`config.mk`:
```
export PLATFORM = sky130hd
export DESIGN_NAME = moesi_cc
export DESIGN_NICKNAME = d
export VERILOG_FILES = /design/src/rtl/moesi_pkg.sv /design/src/rtl/moesi_snoop_resp.sv /design/src/rtl/moesi_line_array.sv /design/src/rtl/moesi_cc.sv
export SDC_FILE = /design/constraint.sdc
export NUM_CORES = 1
export LEC_CHECK = 0
export ABC_AREA = 1
export ABC_CLOCK_PERIOD_IN_PS = 4410
export BUFFER_PORTS_ARGS = -buffer_cell sky130_fd_sc_hd__buf_4
export CORE_MARGIN = 4
export CORE_UTILIZATION = 35
export DETAILED_ROUTE_END_ITERATION = 6
export RECOVER_POWER = 50
export SLEW_MARGIN = 20
export SYNTH_ARGS = -nofsm -noshare
export SYNTH_HDL_FRONTEND = slang
export SYNTH_SLANG_ARGS = --single-unit
```
`constraint.sdc`:
```
create_clock -name clk_i -period 4.41 [get_ports clk_i]
set_clock_uncertainty 0.1 [all_clocks]
set_input_delay 0.2205 -clock clk_i [delete_from_list [all_inputs] [get_ports clk_i]]
set_output_delay 0.2205 -clock clk_i [all_outputs]
set_load 0.01 [all_outputs]
```
`src/rtl/moesi_pkg.sv`:
```
package moesi_pkg;
  typedef enum logic [2:0] {ST_I, ST_S, ST_E, ST_O, ST_M} line_st_e;
  typedef enum logic [1:0] {BUS_RD, BUS_RDX, BUS_UPG, BUS_WB} bus_cmd_e;

  function automatic logic is_dirty(line_st_e st);
    return (st == ST_M) || (st == ST_O);
  endfunction
endpackage

```
`src/rtl/moesi_snoop_resp.sv`:
```
module moesi_snoop_resp
  import moesi_pkg::*;
(
  input  logic     valid_i,
  input  bus_cmd_e cmd_i,
  input  logic     hit_i,
  input  line_st_e cur_i,
  output line_st_e nxt_o,
  output logic     upd_o,
  output logic     shared_o,
  output logic     supply_o
);
  always_comb begin
    nxt_o    = cur_i;
    shared_o = 1'b0;
    supply_o = 1'b0;
    if (valid_i && hit_i) begin
      unique case (cmd_i)
        BUS_RD: begin
          shared_o = 1'b1;
          supply_o = is_dirty(cur_i);
          if (cur_i == ST_M) nxt_o = ST_O;
          else if (cur_i == ST_E) nxt_o = ST_S;
        end
        BUS_RDX: begin
          shared_o = 1'b1;
          supply_o = is_dirty(cur_i);
          nxt_o    = ST_I;
        end
        BUS_UPG: begin
          shared_o = 1'b1;
          nxt_o    = ST_I;
        end
        default: ;
      endcase
    end
  end

  assign upd_o = valid_i && hit_i && (nxt_o != cur_i);
endmodule

```
`src/rtl/moesi_line_array.sv`:
```
module moesi_line_array
  import moesi_pkg::*;
#(
  parameter int IDX_W  = 2,
  parameter int TAG_W  = 4,
  parameter int DATA_W = 32
) (
  input  logic              clk_i,
  input  logic              rst_ni,
  // local port
  input  logic [IDX_W-1:0]  l_idx_i,
  output logic [TAG_W-1:0]  l_tag_o,
  output line_st_e          l_st_o,
  output logic [DATA_W-1:0] l_data_o,
  input  logic              l_we_i,
  input  logic [TAG_W-1:0]  l_tag_i,
  input  line_st_e          l_st_i,
  input  logic              l_dwe_i,
  input  logic [DATA_W-1:0] l_data_i,
  // snoop port
  input  logic [IDX_W-1:0]  s_idx_i,
  output logic [TAG_W-1:0]  s_tag_o,
  output line_st_e          s_st_o,
  output logic [DATA_W-1:0] s_data_o,
  input  logic              s_we_i,
  input  line_st_e          s_st_i
);
  localparam int NLINES = 1 << IDX_W;

  logic [TAG_W-1:0]  tag_q  [NLINES];
  line_st_e          st_q   [NLINES];
  logic [DATA_W-1:0] data_q [NLINES];

  for (genvar g = 0; g < NLINES; g++) begin : g_line
    always_ff @(posedge clk_i or negedge rst_ni) begin
      if (!rst_ni) begin
        tag_q[g]  <= '0;
        st_q[g]   <= ST_I;
        data_q[g] <= '0;
      end else begin
        if (s_we_i && s_idx_i == IDX_W'(g)) st_q[g] <= s_st_i;
        if (l_we_i && l_idx_i == IDX_W'(g)) begin
          st_q[g]  <= l_st_i;
          tag_q[g] <= l_tag_i;
          if (l_dwe_i) data_q[g] <= l_data_i;
        end
      end
    end
  end

  assign l_tag_o  = tag_q[l_idx_i];
  assign l_st_o   = st_q[l_idx_i];
  assign l_data_o = data_q[l_idx_i];
  assign s_tag_o  = tag_q[s_idx_i];
  assign s_st_o   = st_q[s_idx_i];
  assign s_data_o = data_q[s_idx_i];
endmodule

```
`src/rtl/moesi_cc.sv`:
```
module moesi_cc
  import moesi_pkg::*;
#(
  parameter int IDX_W  = 2,
  parameter int TAG_W  = 4,
  parameter int DATA_W = 32
) (
  input  logic                   clk_i,
  input  logic                   rst_ni,
  input  logic                   req_valid_i,
  input  logic                   req_write_i,
  input  logic [TAG_W+IDX_W-1:0] req_addr_i,
  input  logic [DATA_W-1:0]      req_wdata_i,
  output logic                   busy_o,
  output logic                   resp_valid_o,
  output logic [DATA_W-1:0]      resp_rdata_o,
  output logic                   bus_req_o,
  output logic [1:0]             bus_cmd_o,
  output logic [TAG_W+IDX_W-1:0] bus_addr_o,
  output logic [DATA_W-1:0]      bus_wdata_o,
  input  logic                   bus_ack_i,
  input  logic                   bus_shared_i,
  input  logic [DATA_W-1:0]      bus_rdata_i,
  input  logic                   snp_valid_i,
  input  logic [1:0]             snp_cmd_i,
  input  logic [TAG_W+IDX_W-1:0] snp_addr_i,
  output logic                   snp_shared_o,
  output logic                   snp_supply_o,
  output logic [DATA_W-1:0]      snp_data_o
);
  localparam int ADDR_W = TAG_W + IDX_W;

  typedef enum logic [1:0] {F_IDLE, F_WB, F_FILL, F_UPG} fsm_e;

  fsm_e fsm_q, fsm_d;
  logic              p_write_q;
  logic [ADDR_W-1:0] p_addr_q;
  logic [DATA_W-1:0] p_wdata_q;
  logic              resp_v_d;
  logic [DATA_W-1:0] resp_d;
  logic              capture;

  wire [IDX_W-1:0] req_idx = req_addr_i[IDX_W-1:0];
  wire [TAG_W-1:0] req_tag = req_addr_i[ADDR_W-1:IDX_W];
  wire [IDX_W-1:0] p_idx   = p_addr_q[IDX_W-1:0];
  wire [TAG_W-1:0] p_tag   = p_addr_q[ADDR_W-1:IDX_W];
  wire [IDX_W-1:0] s_idx   = snp_addr_i[IDX_W-1:0];
  wire [TAG_W-1:0] s_req_tag = snp_addr_i[ADDR_W-1:IDX_W];

  logic [IDX_W-1:0]  l_idx;
  logic [TAG_W-1:0]  l_tag, s_tag, lw_tag;
  line_st_e          l_st, s_st, lw_st, s_nxt;
  logic [DATA_W-1:0] l_data, s_data, lw_data;
  logic              l_we, l_dwe, s_upd;

  assign l_idx = (fsm_q == F_IDLE) ? req_idx : p_idx;

  moesi_line_array #(.IDX_W(IDX_W), .TAG_W(TAG_W), .DATA_W(DATA_W)) i_array (
    .clk_i, .rst_ni,
    .l_idx_i(l_idx), .l_tag_o(l_tag), .l_st_o(l_st), .l_data_o(l_data),
    .l_we_i(l_we), .l_tag_i(lw_tag), .l_st_i(lw_st), .l_dwe_i(l_dwe), .l_data_i(lw_data),
    .s_idx_i(s_idx), .s_tag_o(s_tag), .s_st_o(s_st), .s_data_o(s_data),
    .s_we_i(s_upd), .s_st_i(s_nxt)
  );

  wire s_hit = (s_st != ST_I) && (s_tag == s_req_tag);

  moesi_snoop_resp i_snoop (
    .valid_i(snp_valid_i), .cmd_i(bus_cmd_e'(snp_cmd_i)), .hit_i(s_hit), .cur_i(s_st),
    .nxt_o(s_nxt), .upd_o(s_upd), .shared_o(snp_shared_o), .supply_o(snp_supply_o)
  );
  assign snp_data_o = snp_supply_o ? s_data : '0;

  // snoop removes the line this pending transaction depends on
  wire snp_kills_p = s_upd && (s_nxt == ST_I) && (s_idx == p_idx);

  assign busy_o = (fsm_q != F_IDLE) || (snp_valid_i && s_idx == req_idx);
  wire accept   = req_valid_i && !busy_o;
  wire l_hit    = (l_st != ST_I) && (l_tag == req_tag);

  always_comb begin
    fsm_d    = fsm_q;
    capture  = 1'b0;
    resp_v_d = 1'b0;
    resp_d   = resp_rdata_o;
    l_we     = 1'b0;
    l_dwe    = 1'b0;
    lw_tag   = l_tag;
    lw_st    = l_st;
    lw_data  = p_wdata_q;
    unique case (fsm_q)
      F_IDLE: if (accept) begin
        capture = 1'b1;
        if (l_hit && !req_write_i) begin
          resp_v_d = 1'b1;
          resp_d   = l_data;
        end else if (l_hit && (l_st == ST_M || l_st == ST_E)) begin
          l_we     = 1'b1;
          l_dwe    = 1'b1;
          lw_st    = ST_M;
          lw_data  = req_wdata_i;
          resp_v_d = 1'b1;
          resp_d   = req_wdata_i;
        end else if (l_hit) begin
          fsm_d = F_UPG;
        end else begin
          fsm_d = is_dirty(l_st) ? F_WB : F_FILL;
        end
      end
      F_WB: begin
        if (snp_kills_p) fsm_d = F_FILL;
        else if (bus_ack_i) begin
          l_we  = 1'b1;
          lw_st = ST_I;
          fsm_d = F_FILL;
        end
      end
      F_FILL: if (bus_ack_i) begin
        l_we     = 1'b1;
        l_dwe    = 1'b1;
        lw_tag   = p_tag;
        lw_st    = p_write_q ? ST_M : (bus_shared_i ? ST_S : ST_E);
        lw_data  = p_write_q ? p_wdata_q : bus_rdata_i;
        resp_v_d = 1'b1;
        resp_d   = lw_data;
        fsm_d    = F_IDLE;
      end
      F_UPG: begin
        if (snp_kills_p) fsm_d = F_FILL;
        else if (bus_ack_i) begin
          l_we     = 1'b1;
          l_dwe    = 1'b1;
          lw_st    = ST_M;
          resp_v_d = 1'b1;
          resp_d   = p_wdata_q;
          fsm_d    = F_IDLE;
        end
      end
      default: fsm_d = F_IDLE;
    endcase
  end

  always_ff @(posedge clk_i or negedge rst_ni) begin
    if (!rst_ni) begin
      fsm_q        <= F_IDLE;
      p_write_q    <= 1'b0;
      p_addr_q     <= '0;
      p_wdata_q    <= '0;
      resp_valid_o <= 1'b0;
      resp_rdata_o <= '0;
    end else begin
      fsm_q        <= fsm_d;
      resp_valid_o <= resp_v_d;
      resp_rdata_o <= resp_d;
      if (capture) begin
        p_write_q <= req_write_i;
        p_addr_q  <= req_addr_i;
        p_wdata_q <= req_wdata_i;
      end
    end
  end

  assign bus_req_o = (fsm_q != F_IDLE);
  always_comb begin
    unique case (fsm_q)
      F_WB:    bus_cmd_o = BUS_WB;
      F_UPG:   bus_cmd_o = BUS_UPG;
      F_FILL:  bus_cmd_o = p_write_q ? BUS_RDX : BUS_RD;
      default: bus_cmd_o = BUS_RD;
    endcase
  end
  assign bus_addr_o  = (fsm_q == F_WB) ? {l_tag, p_idx} : p_addr_q;
  assign bus_wdata_o = (fsm_q == F_WB) ? l_data : '0;
endmodule

```
* Word-level counts from Yosys, hierarchy flattened
Index checks and enable logic that the tools add are counted.
Storage, ports and cells: flip-flop bits (word level) 230, output and inout port bits 109
Cells by class: order comparisons 2, equal/unequal tests 30, mux-type cells 88, bitwise operators 2, reductions and logical operators 47
Operators by type and width (number):
- $mux 32 | 17
- $bmux 32 s2 | 2
- $pmux 32 s3 | 1
- $mux 3 | 24
- $pmux 32 s2 | 1
- $mux 4 | 6
- $mux 2 | 11
- $logic_and 1x1->1 | 18
- $bmux 4 s2 | 2
- $eq 2x2->1 const B | 7
- $mux 1 | 14
- $bmux 3 s2 | 2
- $eq 3x2->1 const B | 4
- $ne 2x2->1 const B | 6
- $pmux 3 s4 | 1
- $reduce_bool 2->1 | 5
- $pmux 1 s3 | 3
- $reduce_bool 3->1 | 3
- $eq 2x1->1 const B | 4
- $eq 4x4->1 | 2
- $logic_not 2->1 | 4
- $pmux 2 s4 | 1
- $reduce_and 2->1 | 4
- $eq 3x3->1 const B | 2
- other kinds (16) | 25

* Longest topological paths before layout
depth in word-level cells 17, mapped depth 25, depth with buffers taken out 23

* Modules after synthesis
Synthesis repeated with hierarchy kept, for this count alone.
Second synthesis, totals: cells, all modules 2264, area total of the unflattened synthesis 15080.7 µm²
Modules (own cells, without submodules):
- moesi_line_array | instances 1, cells each 1117, area each 8348.0 µm²
- moesi_cc | instances 1, cells each 1122, area each 6612.6 µm²
- moesi_snoop_resp | instances 1, cells each 25, area each 120.1 µm²

* Worst setup path before layout
Ideal clock, no wire load.
kind register to register, start point reg fsm_q[0], end point reg i_array.data_q[100] in the netlist's numbering, setup time 118 ps, data arrival time 2715 ps, data required time 4192 ps, setup slack 1477 ps, stages on the path, launching flop included 21, path buffers 2, period minus slack after synthesis 2933 ps, cell sequence dfrtp_1 nor2_2 buf_4 nand2_1 o21ai_2 nand2_4 inv_2 a21oi_1 nand2_1 nand2_1 nand2_1 nand3_1 nor2_4 nand3_2 nand2_2 nand3_4 nor2_2 nand2_1 buf_2 nand2_1 nand2_1
Between the ends: longest elaborated chain between the ends 15, elaborated cells between the ends (all ways) 37, classes of those cells eq/ne: 6; mux: 16; bitwise: 1; reduce/logical: 14
RTL lines:
- start: declaration | RTL line moesi_cc.sv:35 | fsm_e fsm_q, fsm_d;
- start signal: assignment | RTL line moesi_cc.sv:152 | fsm_q <= fsm_d;
- $logic_not 2->1 | RTL line moesi_cc.sv:56, moesi_cc.sv:91
- $mux 2 | RTL line moesi_cc.sv:56 | assign l_idx = (fsm_q == F_IDLE) ? req_idx : p_idx;
- $not 2->3 (implied by the code) | RTL line moesi_line_array.sv:51, moesi_line_array.sv:52
- $bmux 4 s2 / $bmux 3 s2 (equally long branches) | RTL line moesi_line_array.sv:51, moesi_line_array.sv:52
- $mux 4 (implied by the code) / $mux 3 (equally long branches) (2 in a row) | RTL line moesi_line_array.sv:51, moesi_line_array.sv:52
- $eq 4x4->1 (tied with other cells) | RTL line moesi_cc.sv:79 | wire l_hit = (l_st != ST_I) && (l_tag == req_tag);
- $logic_and 1x1->1 / $logic_or 1x1->1 (equally long branches) | RTL line moesi_cc.sv:79, moesi_cc.sv:97
- $logic_and 1x1->1 | RTL line moesi_cc.sv:97 | end else if (l_hit && (l_st == ST_M || l_st == ST_E)) begin
- $mux 1 | RTL line moesi_cc.sv:97
- $mux 1 | RTL line moesi_cc.sv:94 | if (l_hit && !req_write_i) begin
- $mux 1 | RTL line moesi_cc.sv:92 | F_IDLE: if (accept) begin
- $pmux 1 s3 | RTL line moesi_cc.sv:91 | unique case (fsm_q)
- $logic_and 1x1->1 | RTL line moesi_line_array.sv:42 | if (l_we_i && l_idx_i == IDX_W'(g)) begin
- $reduce_and 2->1 (no source line)
- end signal: indexed assignment | RTL line moesi_line_array.sv:45 | if (l_dwe_i) data_q[g] <= l_data_i;
- end: declaration | RTL line moesi_line_array.sv:32 | logic [DATA_W-1:0] data_q [NLINES];
Several ways; a longest one is shown, not always the timed one. The select of a mux whose other input is x is not followed. A chain may end at the register's enable or synchronous reset.

* Final worst setup path
start point reg i_array.st_q[0] in the netlist's numbering, end point reg i_array.data_q[105] in the netlist's numbering
Between the ends: longest elaborated chain between the ends 16, elaborated cells between the ends (all ways) 39, classes of those cells eq/ne: 5; mux: 20; reduce/logical: 14
RTL lines:
- start: declaration | RTL line moesi_line_array.sv:31 | line_st_e st_q [NLINES];
- start signal: indexed assignment | RTL line moesi_line_array.sv:41 | if (s_we_i && s_idx_i == IDX_W'(g)) st_q[g] <= s_st_i;
- start signal: indexed assignment | RTL line moesi_line_array.sv:43 | st_q[g] <= l_st_i;
- $bmux 3 s2 | RTL line moesi_line_array.sv:55 | assign s_st_o = st_q[s_idx_i];
- $mux 3 (implied by the code) (2 in a row) | RTL line moesi_line_array.sv:55
- $eq 3x2->1 | RTL line moesi_snoop_resp.sv:23 | else if (cur_i == ST_E) nxt_o = ST_S;
- $mux 3 | RTL line moesi_snoop_resp.sv:23
- $mux 3 | RTL line moesi_snoop_resp.sv:22 | if (cur_i == ST_M) nxt_o = ST_O;
- $pmux 3 s2 | RTL line moesi_snoop_resp.sv:18 | unique case (cmd_i)
- $mux 3 | RTL line moesi_snoop_resp.sv:17 | if (valid_i && hit_i) begin
- $ne 3x3->1 | RTL line moesi_snoop_resp.sv:39 | assign upd_o = valid_i && hit_i && (nxt_o != cur_i);
- $logic_and 1x1->1 | RTL line moesi_snoop_resp.sv:39
- $logic_and 1x1->1 (2 in a row) | RTL line moesi_cc.sv:75 | wire snp_kills_p = s_upd && (s_nxt == ST_I) && (s_idx == p_idx);
- $mux 1 | RTL line moesi_cc.sv:111 | if (snp_kills_p) fsm_d = F_FILL;
- $pmux 1 s3 | RTL line moesi_cc.sv:91
- $logic_and 1x1->1 | RTL line moesi_line_array.sv:42
- $reduce_and 2->1 (no source line)
Several ways; a longest one is shown, not always the timed one. The select of a mux whose other input is x is not followed.

==> results.json <==
{
  "status": "finished, violations left",
  "violations": "max-capacitance violations, max-slew violations",
  "yosysUniqueCellTypes": 37,
  "cts.clk_slew.worst_paths_ps": 60,
  "coreArea_mm2": 0.03991,
  "tns_ps": 0,
  "route.detailed.drc": 0,
  "relSlewSlack": -0.5148,
  "vias": 15760,
  "holdWs_ps": 19.21,
  "preCtsSetupSlack_ps": 409.8,
  "grt_first_pass_wirelength_um": 89860,
  "synthCells": 2064,
  "path_cells": "nand3_1 > nand2_1 > nor2_1 > nand2_1 > nor2_1 > nor2_1 > nand3_1 > o21ai_0 > nand2_1 > nand2_1 > nand2_1 > nand2_1 > nand2_1 > nand3_4 > nor2_2 > buf_4 > nand3_1 > nand2_1",
  "diodes": 0,
  "grt_usage": 0.2571,
  "stdcell_count": 2778,
  "fin_ws_ps": 636.8,
  "setup.worst_path.end_class": "flop",
  "syn_nets": 2149,
  "min_path_type": "in2reg",
  "drtIter0Drc": 1871,
  "seq_area_frac_synth": 0.4050,
  "clockRootBuffer": "clkbuf_16",
  "antenna_found_initial": 0,
  "clock.fmax_ghz": 0.2650,
  "nNetsFinal": 2318,
  "place.gp.congestion": 0.9258,
  "cts_buffer_depth": 3,
  "worstPathArrival_ps": 4170,
  "wirelength_um": 59060,
  "yosysTopAreaCell": "dfrtp_1",
  "cp.required_ps": 4810,
  "min_period_ps": 3773,
  "dp.cells": 2681,
  "dieHeight_um": 209.5,
  "setup_viol": 0,
  "die-area_mm2": 0.04389,
  "antenna_left": 0,
  "synth_ff_type": "dfrtp_1",
  "finalHoldViolations": 0,
  "rsz0062_at_grt": "no",
  "wire_per_inst_um": 21.26,
  "start_util": 0.3560,
  "start_kind": "flop",
  "place.port_buffers": 193,
  "synth_area_mm2": 0.01421,
  "clkSinkCount": 230,
  "cp_slowest_cell": "buf_4",
  "nFillCells": 4103,
  "ios": 194,
  "synth_seq_cells": 230,
  "grt_pass1_vias": 15020,
  "asyncSetResetFlopFracSynth": 1.000,
  "synth_area_leaders": "dfrtp_1 (41%), nand2_1 (20%), nand3_1 (7.6%)",
  "worstMarginPinSlew_ps": 2272,
  "ir_drop_v": 0.0004012,
  "crit_fanout": 40,
  "powerDensity_mw_per_mm2": 732.7,
  "grt_max_degree": 87,
  "cts_setup_buffers": 0,
  "synth_top_area_share": 0.4050,
  "p_leak_nw": 8.807,
  "cts_made_buffers": 28,
  "cts_max_level": 1,
  "avgSynthCellArea_um2": 6.885,
  "die_w_um": 209.5,
  "cp_common_cell": "nand2_1",
  "clkLatencyLatePin_ps": 560,
  "layout-drive-gt1-share": 0.1207,
  "vias_per_cell": 5.673,
  "area_growth_pct": 21.84,
  "grt_overflow": 0,
  "rows": 73,
  "dr.pass1.iters": 6,
  "post-route-period-util": 0.8556,
  "max_cap_violations": 2,
  "synth-edff-count": 0,
  "place_hpwl_um": 39230,
  "critical-path-max-stage-delay_ps": 500,
  "tritoncts": "yes",
  "slew_viol_final": 165,
  "path_class": "reg2reg",
  "yosysWarnings": 0
}
layout make-up:
type | count | area [um^2] | share of cell area
clock buffer | 39 | 792.0 | 0.04575
timing repair buffer | 283 | 2118 | 0.1224
tap | 525 | 656.9 | 0.03794
multi-input combinational | 1561 | 7358 | 0.4250
sequential | 230 | 5756 | 0.3324
inverter | 129 | 484.2 | 0.02797
clock inverter | 11 | 147.6 | 0.008528
synthesized netlist by cell type, types with 6 or more instances:
| library cell | count |
|---|---|
| nand3_1 | 217 |
| a21oi_1 | 30 |
| o21ai_0 | 125 |
| dfrtp_1 | 230 |
| nand2_1 | 775 |
| o22ai_1 | 99 |
| nor3_1 | 35 |
| o22a_1 | 20 |
| nor2_1 | 94 |
| o211ai_1 | 32 |
| buf_1 | 12 |
| a22oi_1 | 15 |
| clkbuf_1 | 86 |
| nand4_1 | 37 |
| inv_1 | 121 |
| buf_2 | 38 |
| inv_2 | 6 |
| nand3b_1 | 32 |
| o221ai_1 | 21 |
stage by stage:
step / instance area, um^2 / utilization / power, mW
finish: 17310 / 0.4337 / 12.68
floorplan: 14210 / - / 7.679
CTS: 17470 / 0.4378 / 12.73
detailed placement: 16060 / 0.4025 / 10.28
global placement: 16060 / 0.4025 / 10.22
global route: 17310 / 0.4337 / 13.42
state kept, by name, summed over array words and instances, names as in the netlist, 2 cells and up:
register / flops
fsm_q: 2
i_array.tag_q: 16
p_addr_q: 6
i_array.data_q: 128
i_array.st_q: 12
p_wdata_q: 32
resp_rdata_o: 32
power breakdown:
part	switching (mW)	internal (mW)
Sequential	0.701	2.95
Clock	0.953	1.42
Combinational	4.72	1.94
Total	6.37	6.31
final timing paths:
path	slack, ps	cells after the start	end	startpoint
min in group asynchronous	770	2	i_array.data_q[46]	rst_ni
setup / recovery	640	18	i_array.data_q[105]	i_array.st_q[0]
max in group asynchronous	1390	3	resp_rdata_o[30]	rst_ni
hold / removal	20	5	resp_rdata_o[16]	bus_rdata_i[16]
setup reg to reg	640	18	i_array.data_q[105]	i_array.st_q[0]
hold reg to reg	380	2	resp_rdata_o[24]	resp_rdata_o[24]
critical path, delay by kind of cell (launching register included):
kind            cells  cell delay (ps)
simple gates       16             2500
buf+inv             1              500
flops               1              440
compound gates      1              110
routing by layer:
layer | global-route usage | up-vias | part of all wire
met3 | 0.02795 | 166 | 0.078
met1 | 0.3415 | 7491 | 0.40
li1 | - | 7260 | -
met5 | 0 | - | 0
met4 | 0.1166 | 0 | 0.056
met2 | 0.4242 | 842 | 0.47
placed cells by master (no fill, tap or decap), types with 37 or more instances in the layout:
master | netlist | routed
nand3_1 | 217 | 217
nand2_1 | 775 | 775
o21ai_0 | 125 | 125
inv_1 | 121 | 121
clkbuf_1 | 86 | 43
nor2_1 | 94 | 93
o22ai_1 | 99 | 99
dfrtp_1 | 230 | 230
buf_4 | 4 | 193
dlygate4sd3_1 | 0 | 47
nand4_1 | 37 | 37
cell families after synthesis:
logic type / Yosys count / synth area share
compound gates: 351 / 0.1531
xor+xnor: 1 / 0.0006165
buf+inv: 273 / 0.07819
flops: 230 / 0.4050
simple gates: 1209 / 0.3630
timing repair:
item	in CTS	in global routing
endpoints found under the setup margin	0	0
hold buffers	47	0
endpoints found under the hold margin	140	0
gates resized for setup	0	0
(Power assumes the default switching activity.)
